$ cat config.mk
export PLATFORM = sky130hd
export DESIGN_NAME = dslot_pc_seq
export DESIGN_NICKNAME = d
export VERILOG_FILES = /design/src/rtl/dsq_pkg.sv /design/src/rtl/dsq_cond.sv /design/src/rtl/dsq_slot_track.sv /design/src/rtl/dsq_restart.sv /design/src/rtl/dslot_pc_seq.sv
export SDC_FILE = /design/constraint.sdc
export NUM_CORES = 1
export LEC_CHECK = 0
export ABC_AREA = 1
export BUFFER_PORTS_ARGS = -buffer_cell sky130_fd_sc_hd__buf_4
export CORE_MARGIN = 1.5
export CORE_UTILIZATION = 45
export DETAILED_ROUTE_END_ITERATION = 6
export PLACE_DENSITY = 0.72
export SETUP_SLACK_MARGIN = 0.3
export SYNTH_ARGS = -nofsm -noshare
export SYNTH_HDL_FRONTEND = slang
export SYNTH_SLANG_ARGS = --single-unit
$ cat constraint.sdc
create_clock -name clk -period 2.32 [get_ports clk]
set_input_delay 0.464 -clock clk [delete_from_list [all_inputs] [get_ports clk]]
set_output_delay 0.464 -clock clk [all_outputs]
set_load 0.005 [all_outputs]
$ cat src/rtl/dsq_pkg.sv
package dsq_pkg;

    typedef enum logic [2:0] {
        BK_NONE = 3'd0,
        BK_EQ   = 3'd1,
        BK_NE   = 3'd2,
        BK_LTZ  = 3'd3,
        BK_GEZ  = 3'd4,
        BK_JMP  = 3'd5
    } br_kind_e;

    localparam int unsigned PC_STEP = 4;

    function automatic logic is_branch(input logic [2:0] kind);
        return (kind >= 3'd1) && (kind <= 3'd5);
    endfunction

endpackage

$ cat src/rtl/dsq_cond.sv
module dsq_cond #(
    parameter int XLEN = 32
) (
    input  logic [2:0]      kind,
    input  logic [XLEN-1:0] op_a,
    input  logic [XLEN-1:0] op_b,
    output logic            taken
);
    import dsq_pkg::*;

    logic any_diff;
    logic neg_a;

    assign any_diff = |(op_a ^ op_b);
    assign neg_a    = op_a[XLEN-1];

    always_comb begin
        case (br_kind_e'(kind))
            BK_EQ:   taken = ~any_diff;
            BK_NE:   taken = any_diff;
            BK_LTZ:  taken = neg_a;
            BK_GEZ:  taken = ~neg_a;
            BK_JMP:  taken = 1'b1;
            default: taken = 1'b0;
        endcase
    end

endmodule

$ cat src/rtl/dsq_slot_track.sv
module dsq_slot_track #(
    parameter int XLEN  = 32,
    parameter int SLOTS = 1
) (
    input  logic            clk,
    input  logic            rst,
    input  logic            is_br,
    input  logic            taken,
    input  logic [XLEN-1:0] target,
    output logic            in_slot,
    output logic            last_slot,
    output logic [XLEN-1:0] held_target,
    output logic            nest_err
);
    logic start;
    logic [XLEN-1:0] tgt_q;

    assign start       = taken & ~in_slot;
    assign nest_err    = is_br & in_slot;
    assign held_target = tgt_q;

    always_ff @(posedge clk) begin
        if (rst)        tgt_q <= '0;
        else if (start) tgt_q <= target;
    end

    generate
        if (SLOTS == 1) begin : g_single
            logic busy_q;
            always_ff @(posedge clk) begin
                if (rst) busy_q <= 1'b0;
                else     busy_q <= start;
            end
            assign in_slot   = busy_q;
            assign last_slot = busy_q;
        end else begin : g_multi
            localparam int CW = $clog2(SLOTS + 1);
            logic [CW-1:0] cnt_q;
            always_ff @(posedge clk) begin
                if (rst)                cnt_q <= '0;
                else if (cnt_q != '0)   cnt_q <= cnt_q - CW'(1);
                else if (start)         cnt_q <= CW'(SLOTS);
            end
            assign in_slot   = (cnt_q != '0);
            assign last_slot = (cnt_q == CW'(1));

            // counter stays within the configured slot count
            a_r5_cnt_range: assert property (@(posedge clk) disable iff (rst)
                cnt_q <= CW'(SLOTS));
            // a fresh branch loads the full slot count
            a_r5_cnt_load: assert property (@(posedge clk) disable iff (rst)
                start |=> cnt_q == CW'(SLOTS));
        end
    endgenerate

    // error only inside a slot
    a_r6_err_in_slot: assert property (@(posedge clk) disable iff (rst)
        nest_err |-> in_slot);
    // a branch inside a slot leaves the pending target alone
    a_r6_tgt_kept: assert property (@(posedge clk) disable iff (rst)
        in_slot |=> tgt_q == $past(tgt_q));
    // the window closes after the last slot
    a_r5_slot_closes: assert property (@(posedge clk) disable iff (rst)
        last_slot |=> !in_slot);
    // a taken branch opens the window
    a_r5_slot_opens: assert property (@(posedge clk) disable iff (rst)
        start |=> in_slot);

endmodule

$ cat src/rtl/dsq_restart.sv
module dsq_restart #(
    parameter int XLEN = 32
) (
    input  logic            clk,
    input  logic            rst,
    input  logic            fault,
    input  logic [XLEN-1:0] pc,
    input  logic [XLEN-1:0] next_pc,
    input  logic            in_slot,
    output logic [XLEN-1:0] epc,
    output logic [XLEN-1:0] epc_next,
    output logic            epc_slot
);
    always_ff @(posedge clk) begin
        if (rst) begin
            epc      <= '0;
            epc_next <= '0;
            epc_slot <= 1'b0;
        end else if (fault) begin
            epc      <= pc;
            epc_next <= next_pc;
            epc_slot <= in_slot;
        end
    end

    // the faulting PC is captured
    a_r7_epc_capture: assert property (@(posedge clk) disable iff (rst)
        fault |=> epc == $past(pc));
    // a fault outside a slot clears the slot flag
    a_r7_flag_clear: assert property (@(posedge clk) disable iff (rst)
        (fault && !in_slot) |=> !epc_slot);
    // restart state holds between faults
    a_r9_hold: assert property (@(posedge clk) disable iff (rst)
        !fault |=> $stable(epc) && $stable(epc_next) && $stable(epc_slot));

endmodule

$ cat src/rtl/dslot_pc_seq.sv
module dslot_pc_seq #(
    parameter int              XLEN      = 32,
    parameter int              SLOTS     = 1,
    parameter logic [XLEN-1:0] RESET_VEC = XLEN'(32'h0000_0100)
) (
    input  logic            clk,
    input  logic            rst,
    input  logic [2:0]      br_kind_i,
    input  logic [XLEN-1:0] op_a_i,
    input  logic [XLEN-1:0] op_b_i,
    input  logic [XLEN-1:0] target_i,
    input  logic            fault_i,
    output logic [XLEN-1:0] pc_o,
    output logic [XLEN-1:0] epc_o,
    output logic [XLEN-1:0] epc_next_o,
    output logic            epc_in_slot_o,
    output logic            slot_branch_err_o
);
    import dsq_pkg::*;

    logic [XLEN-1:0] pc_q;
    logic [XLEN-1:0] next_pc;
    logic [XLEN-1:0] seq_pc;
    logic [XLEN-1:0] held_tgt;
    logic            taken;
    logic            in_slot;
    logic            last_slot;

    dsq_cond #(.XLEN(XLEN)) u_cond (
        .kind  (br_kind_i),
        .op_a  (op_a_i),
        .op_b  (op_b_i),
        .taken (taken)
    );

    dsq_slot_track #(.XLEN(XLEN), .SLOTS(SLOTS)) u_track (
        .clk         (clk),
        .rst         (rst),
        .is_br       (is_branch(br_kind_i)),
        .taken       (taken),
        .target      (target_i),
        .in_slot     (in_slot),
        .last_slot   (last_slot),
        .held_target (held_tgt),
        .nest_err    (slot_branch_err_o)
    );

    assign seq_pc  = pc_q + XLEN'(PC_STEP);
    assign next_pc = last_slot ? held_tgt : seq_pc;

    always_ff @(posedge clk) begin
        if (rst) pc_q <= RESET_VEC;
        else     pc_q <= next_pc;
    end

    assign pc_o = pc_q;

    dsq_restart #(.XLEN(XLEN)) u_restart (
        .clk      (clk),
        .rst      (rst),
        .fault    (fault_i),
        .pc       (pc_q),
        .next_pc  (next_pc),
        .in_slot  (in_slot),
        .epc      (epc_o),
        .epc_next (epc_next_o),
        .epc_slot (epc_in_slot_o)
    );

    // outside a slot, an untaken instruction steps by one word
    a_r2_step: assert property (@(posedge clk) disable iff (rst)
        (!in_slot && !taken) |=> pc_q == $past(pc_q) + XLEN'(PC_STEP));
    // a taken branch does not redirect at once
    a_r5_no_early: assert property (@(posedge clk) disable iff (rst)
        (!in_slot && taken) |=> pc_q == $past(pc_q) + XLEN'(PC_STEP));
    // the last slot hands over to the held target
    a_r5_redirect: assert property (@(posedge clk) disable iff (rst)
        last_slot |=> pc_q == $past(held_tgt));
    // a fault in the last slot records the target as the follower
    a_r8_last_slot: assert property (@(posedge clk) disable iff (rst)
        (fault_i && last_slot) |=> epc_next_o == $past(held_tgt) && epc_in_slot_o);

endmodule

# Word level (Yosys, flattened, before mapping)
# Index checks and enable logic that the tools add are counted.
classes:
  add_sub_neg: 1
  order_cmp: 2
  eq_ne: 5
  muxes: 2
  bitwise: 6
  reduce_logical: 2
ops:
  columns: ["operator", "n"]
  rows:
  - ["adder 32 x 3 -> 32 bit (second input constant)", 1]
  - ["2-to-1 mux 32 bit", 1]
  - ["OR reduction 32 bit", 1]
  - ["bitwise XOR 32 bit", 1]
  - ["equality test 3 x 2 -> 1 bit (second input constant)", 2]
  - ["equality test 3 bit (second input constant)", 2]
  - ["one-hot mux 1 bit (5 select lines)", 1]
  - ["equality test 3 x 1 -> 1 bit (second input constant)", 1]
  - [">= comparator 3 x 1 -> 1 bit (second input constant)", 1]
  - ["less-or-equal comparator 3 bit (second input constant)", 1]
  - ["inverter 1 bit", 3]
  - ["AND 1 bit", 2]
  - ["logical AND 1 bit", 1]
word_totals:
  regBits: 130
  input_bits: 102
  output_inout_bits: 98

# Longest topological paths before layout
# Gate-level depths: netlist (run 1).
depth:
  ltp_word: 5
  depth_mapped: 15
  depth_no_buf: 13

# Modules after synthesis
# A second synthesis (run 1) with hierarchy kept.
hier_totals:
  hier_cells: 1150
  hier_area_um2: 6935.4
modules_own_cells:
  columns: ["module", "n_inst", "cells_per_inst", "area_each_um2", "seq_area_each_um2"]
  rows:
  - ["dsq_restart", 1, 412, 2643.8, 1301.2]
  - ["dslot_pc_seq", 1, 371, 2119.5, 640.6]
  - ["dsq_slot_track", 1, 214, 1495.2, 660.6]
  - ["dsq_cond", 1, 153, 676.9, 0.0]

# Least setup slack after synthesis (run 1)
# Ideal clock, no wire load.
synth_timing:
  kind: "register to register"
  from: "register pc_q[3] (netlist: pc_o[3])"
  to: "register u_restart.epc_next[20]"
  arrival_ns: 1.525
  slack_ns: 0.680
  path_stages_with_launch: 11
  n_path_buf: 0
  synth_period_minus_slack_ns: 1.640
  cell_sequence: "dfxtp_1 > ha_1 > nand2_1 > nor3_2 > nand2_1 > nor2_1 > nand2_1 > xor2_1 > o21ai_1 > o21ai_0 > inv_1"
synth_between:
  elab_chain_len: 2
synth_lines:
  columns: ["element", "line", "source"]
  rows:
  - ["start: declaration", "dslot_pc_seq.sv:21", "logic [XLEN-1:0] pc_q;"]
  - ["start signal: assignment", "dslot_pc_seq.sv:53", "else pc_q <= next_pc;"]
  - ["adder 32 x 3 -> 32 bit", "dslot_pc_seq.sv:48", "assign seq_pc = pc_q + XLEN'(PC_STEP);"]
  - ["2-to-1 mux 32 bit", "dslot_pc_seq.sv:49", "assign next_pc = last_slot ? held_tgt : seq_pc;"]
  - ["end signal: assignment", "dsq_restart.sv:21", "epc_next <= next_pc;"]
  - ["end: declaration", "dsq_restart.sv:11", "output logic [XLEN-1:0] epc_next,"]
# No other way between the ends.
# A chain may end at the register's enable or synchronous reset.

# Worst setup path after layout (run 1)
layout_timing:
  from: "register pc_q[9] (netlist: pc_o[9])"
  to: "register u_restart.epc_next[11]"
# Same word-level chain as after synthesis.

==> metrics, run 1 <==
status complete, no violations; ANT cells 0; crit share post-route 81.9%; Pint 4300 uW; syn nets 1023; Comb pwr share 15.5%; input/output buffers 199; Mapped Area 0.00632 sq mm; post-cts resize count 1; P&R area growth vs syn 34.6%; GRT met1 Usage 34.4%; DP HPWL 13100 um; DP Worst Slack 306 ps; global-route wire length before repair 28600 um; cell count of the worst reg-to-reg path 9; hold-fix buffers at CTS 0; Die ar. 0.0148 sq mm; via count 6340; met2 Track Usage GR 36.9%; Setup Crit Path Kind reg -> reg; Placement Rows 43; Rel. slew slack 67.4%; TNS Setup 0 ps; Sw Pwr 1590 uW; yosys warns 0; dpl cell area 0.00795 sq mm; Register Area 0.00260 sq mm; Syn Area/Cell 6.87 sq um; hold path depth 5; slew at the pin closest to its max-slew limit 483 ps; Clk Latency, worst-skew pair 420 ps; skew final 9.26 ps; layer with the highest usage met2; Total Power 5890 uW; share of layout cells above drive strength 1 25.0%; GRT Total Usage 24.7%; Sw Share 26.9%; setup ws final 421 ps; htree depth 4; family with the most delay on the worst path simple AND/OR/NAND/NOR gates; synth unique cells 33; Static Leak 0.00421 uW; vias in the first global route 5836; number of remaining DRC errors 0; crit path cell chain nand2_1, nor2_2, nand4_1, nor2_4, xor2_1, nand2_1, nand3_1, o211ai_1, inv_1; Worst setup SP type flop; critical path's most frequent cell nand2_1; Synth Instances 920; WP depth 9; met3 Resource Use GR 6.13%; Initial DRT Pass Iterations 5; post-route design area 0.00851 sq mm; Final Hold Viols 0; CTS buffer count 17; grt ovf 0; Initial Utilization 45.9%; Routed WL 17800 um; CP max stage delay 460 ps; crit path max fanout 5; FF+latch count, synth 130; largest net degree at the start of global routing 66; CTS Buffer Depth 2; Reg clk slew, reported paths 60 ps; CTS tree built; leading area contributor after synthesis dfxtp_1; Seq pwr share 42.9%; antenna violations before repair 0; CTS root buf clkbuf_16; Seq/Total Area, Yosys 41.1%; chip width 122 um; Clock Power Share 41.6%; final core occ 61.8%; Ports 200; worst path arrival time 2260 ps; WP data required 2690 ps; Nets 1206; fin crit period 1900 ps; Synth top area share 41.1%; RSZ-0062 raised after global routing false; Core Region 0.0138 sq mm; DR WL/cell 13.7 um; Via density 4.90; Max Fclk 527 MHz; top cells by area, synth dfxtp_1 41%, nand2_1 12%, nor2_1 8.0%; postcts setup bufs 0; Multi-input gate area 0.00303 sq mm; Die Y 122 um; max-slew violation count 0; final RePlAce weighted congestion 0.939; Worst VDD drop 0.511 mV; DRT antenna net count 0; Filler Cell Count 1317; Max Cap Viol 0; clock sink total 130; Hold Crit Class in -> reg; crit end category flop; power per cell area 692 mW/mm^2; Buf+Inv Stages, Crit Path 1; setup violators final 0; slowest CP cell dfxtp_1; DRT iter0 DRCs 424
==> sequential cells by signal, summed over array words and instances, names as in the netlist <==
name,cells
u_restart.epc,32
u_restart.epc_slot,1
u_track.in_slot,1
u_restart.epc_next,32
u_track.held_target,32
pc_o,32
==> area by class of cell <==
class,count,area share [%]
clock inverter,13,1.35
sequential,130,30.6
multi-input combinational,613,35.5
timing repair buffer,212,19.1
clock buffer,17,5.00
inverter,129,5.72
tap,180,2.65
==> layer usage <==
layer	vias up	routed length (um)
met2	250	7700
met4	0	430
met5	-	0
met1	2797	8260
met3	32	1370
li1	3261	-
==> placed cells by master (no fill, tap or decap), drive strengths merged, types with 2 or more instances in the layout <==
cell,netlist,layout
nand3,53,53
nor2,139,139
buf,25,212
a21oi,68,68
or2,4,4
nand4,11,11
clkinvlp,0,4
xnor2,17,17
nor3b,2,2
nand2,202,202
nor3,8,8
o211ai,18,18
mux2i,6,6
clkbuf,23,17
inv,129,130
o21ai,64,64
nand3b,3,3
xor2,10,10
clkinv,0,7
dfxtp,130,130
a22oi,2,2
==> logic make-up (layout without fill, tap and decap cells) <==
group | Yosys count | in the layout | synth area share (%)
compound gates | 155 | 155 | 13.2
fa+ha+maj | 1 | 1 | 0.198
mux | 6 | 6 | 0.950
buf+inv | 177 | 371 | 11.4
flops | 130 | 130 | 41.1
simple gates | 424 | 424 | 29.4
xor+xnor | 27 | 27 | 3.74
==> Yosys cell counts <==
master    number
nand2_1      202
nor2_1       134
dfxtp_1      130
inv_1        128
a21oi_1       68
o21ai_0       59
nand3_1       31
clkbuf_1      23
nand3_2       22
o211ai_1      18
xnor2_1       17
buf_1         11
nand4_1       11
xor2_1        10
buf_2          8
buf_6          6
mux2i_1        6
nor3_1         6
nor2_2         5
o21ai_1        5
nand3b_1       3
or2_0          3
a22oi_1        2
nor3_2         2
nor3b_1        2
a21boi_0       1
a31oi_1        1
and2_1         1
ha_1           1
inv_2          1
nor4_1         1
o31ai_1        1
or2_2          1
==> path summary, 6_finish.rpt <==
kind	start	endpoint	slack, ps
setup / recovery	pc_o[9]$_SDFF_PP0_	u_restart.epc_next[11]$_SDFFE_PP0P_	420
hold / removal	target_i[28]	u_track.held_target[28]$_SDFFE_PP0P_	360
setup reg to reg	pc_o[9]$_SDFF_PP0_	u_restart.epc_next[11]$_SDFFE_PP0P_	420
hold reg to reg	u_track.held_target[31]$_SDFFE_PP0P_	u_track.held_target[31]$_SDFFE_PP0P_	480
==> power groups by stage <==
| stage | clock network (uW) | registers (uW) | logic (uW) |
|---|---|---|---|
| 2_1_floorplan | 0 | 2540 | 505 |
| 3_3_place_gp | 0 | 2570 | 896 |
| 3_5_place_dp | 0 | 2570 | 909 |
| 4_1_cts | 2480 | 2520 | 916 |
| 5_1_grt | 2590 | 2540 | 1030 |
| 6_report | 2450 | 2530 | 913 |
==> per-stage QoR <==
step	instances	hold slack (ps)
after floorplan	920	446
after global placement	1264	459
after detailed placement	1264	466
after CTS	1294	355
after global routing	1294	369
final	1294	357
==> worst min-delay path, delay by kind of cell <==
family | cells | cell delay (ps)
buffers and inverters | 2 | 100
AND/OR/NAND/NOR | 3 | 170
(Power assumes the default switching activity.)
==> inputs of run 2 (changes only) <==
==> constraint.sdc (replaced) <==
create_clock -name clk -period 1.9 [get_ports clk]
set_input_delay 0.38 -clock clk [delete_from_list [all_inputs] [get_ports clk]]
set_output_delay 0.38 -clock clk [all_outputs]
set_load 0.005 [all_outputs]
==> run 2 against run 1 <==
Non-clock buffer count grew 32. Combinational power is 36% higher. Utilization up 5.0 points. Setup slack worse by 210 ps. Maximum frequency grew 13%. Final cell count grew 2.6%. Clock power increased by 22%. Routed wire length grew 8.2%. Critical endpoint is now u_restart.epc_next[26]$_SDFFE_PP0P_.
==> metrics, run 2 (synthesis gave the netlist of run 1 again) <==
chip width 122 um (unchanged); CTS tree built; clock sink total 130 (unchanged); worst path arrival time 2050 ps (-210 ps); commonest non-fill, non-tap cells in the layout 234 x buf_4, 187 x nand2_1, 120 x inv_1; Max Fclk 593 MHz (+13%); global-route wire length before repair 29400 um (+2.8%); Filler Cell Count 1208 (-8.3%); DP Worst Slack 97.6 ps (-209 ps); max-slew violation count 0 (unchanged); Worst setup SP type flop; Initial DRT Pass Iterations 5 (unchanged); slowest CP cell dfxtp_4; htree depth 4 (unchanged); Initial Utilization 45.9% (unchanged); vias in the first global route 5992 (+2.7%); share of layout cells above drive strength 1 34.7% (+9.6 points); number of remaining DRC errors 0 (unchanged); Placement Rows 43 (unchanged); CTS buffer count 17 (unchanged); Rel. slew slack 65.9% (-1.5 points); power per cell area 794 mW/mm^2 (+15%); Nets 1238 (+2.7%); Via density 5.00 (+2.1%); antenna violations before repair 0 (unchanged); Reg clk slew, reported paths 60 ps (about the same); Hold Crit Class in -> reg; DP HPWL 13200 um (+1.3%); Sw Share 28.0% (+1.1 points); largest net degree at the start of global routing 51 (-23%); DRT iter0 DRCs 483 (+14%); Worst VDD drop 0.660 mV (+29%); Ports 200 (unchanged); CP max stage delay 360 ps (-100 ps); Pint 5260 uW (+22%); hold-fix buffers at CTS 0 (unchanged); Die Y 122 um (unchanged); Comb pwr share 17.0% (+1.5 points); crit path max fanout 4 (-1); skew final 9.52 ps (+0.263 ps); ANT cells 0 (unchanged); commonest non-fill, non-tap cell in the layout buf_4; P&R area growth vs syn 45.4%; CTS root buf clkbuf_16; DR WL/cell 14.5 um (+5.4%); Sw Pwr 2040 uW (+29%); input/output buffers 199 (unchanged); Clk Latency, worst-skew pair 420 ps (about the same); crit end category flop; Final Hold Viols 0 (unchanged); Max Cap Viol 0 (unchanged); setup violators final 0 (unchanged); Seq pwr share 42.2% (-0.7 points); slew at the pin closest to its max-slew limit 511 ps (+27.2 ps); GRT Total Usage 25.2% (+0.53 points); via count 6646 (+4.8%); Hold WS 262 ps (-94.6 ps); crit path cell chain ha_4, nand2_4, inv_6, nand2_4, nor2_4, inv_2, nor2_2, xor2_1, nand2_1, nand3_2, nand2_1, inv_1; CTS Buffer Depth 2 (unchanged); WP data required 2270 ps (-420 ps); DRT antenna net count 0 (unchanged); Routed WL 19200 um (+8.2%); Static Leak 0.00453 uW (+7.7%); TNS Setup 0 ps (unchanged); Clock Power Share 40.8% (-0.8 points); status complete, no violations; Setup Crit Path Kind reg -> reg; crit share post-route 88.7% (+6.9 points); Die ar. 0.0148 sq mm (unchanged); final RePlAce weighted congestion 0.911 (-3.0%); Core Region 0.0138 sq mm (unchanged); grt ovf 0 (unchanged); RSZ-0062 raised after global routing true; fin crit period 1690 ps (-213 ps); setup ws final 214 ps (-207 ps)
## run 2: metal layers
metal	global-route usage [%]	routed length, um	part of all wire [%]	vias up
li1	-	-	-	3332
met1	33.9	8370	44	2976
met2	38.9	8700	45	297
met3	6.74	1630	8.5	41
met4	9.19	512	2.7	0
met5	0	0	0	-
## run 2: through the flow
step	util [%]	cells	total power [uW]	instance area, sq um
2_1_floorplan	-	920	3720	6330
5_1_grt	66.8	1328	7640	9200
3_5_place_dp	58.6	1277	4280	8070
4_1_cts	63.8	1315	7290	8790
6_report	66.8	1328	7300	9200
3_3_place_gp	58.6	1277	4260	8070
## run 2: cell type report
cell class	instances	area, sq um	area share (%)
clock buffer	19	443	4.82
clock inverter	13	105	1.14
inverter	129	494	5.37
multi-input combinational	613	3340	36.3
sequential	130	2670	29.0
tap	180	225	2.45
timing repair buffer	244	1930	20.9
## run 2: worst paths after layout
path	cells past startpoint	slack (ps)	start	to
hold / removal	5	260	target_i[6]	u_track.held_target[6]$_SDFFE_PP0P_
setup reg to reg	12	210	pc_o[2]$_SDFF_PP0_	u_restart.epc_next[26]$_SDFFE_PP0P_
hold reg to reg	2	480	u_track.held_target[6]$_SDFFE_PP0P_	u_track.held_target[6]$_SDFFE_PP0P_
setup / recovery	12	210	pc_o[2]$_SDFF_PP0_	u_restart.epc_next[26]$_SDFFE_PP0P_
## run 2: critical path, delay by kind of cell, from the launching register on
family	cells	cell delay, ps
DFF	1	360
adders and majority gates	1	150
and+or+nand+nor	7	710
xor gates and xnor gates	1	200
buffers and inverters	3	200
## run 2: timing repair
action                                  4_1_cts  5_1_grt
setup buffers                                 6       12
endpoints found under the setup margin       41       44
pin swaps                                    11       34
resized for setup                            48       93
gates cloned                                  0        1
## run 2: power groups by stage
stage / clock, uW / sequential (uW) / combinational [uW]
2_1_floorplan: 0 / 3100 / 617
3_5_place_dp: 0 / 3130 / 1160
5_1_grt: 3150 / 3110 / 1380
6_report: 2980 / 3080 / 1240
3_3_place_gp: 0 / 3120 / 1140
4_1_cts: 3020 / 3080 / 1190
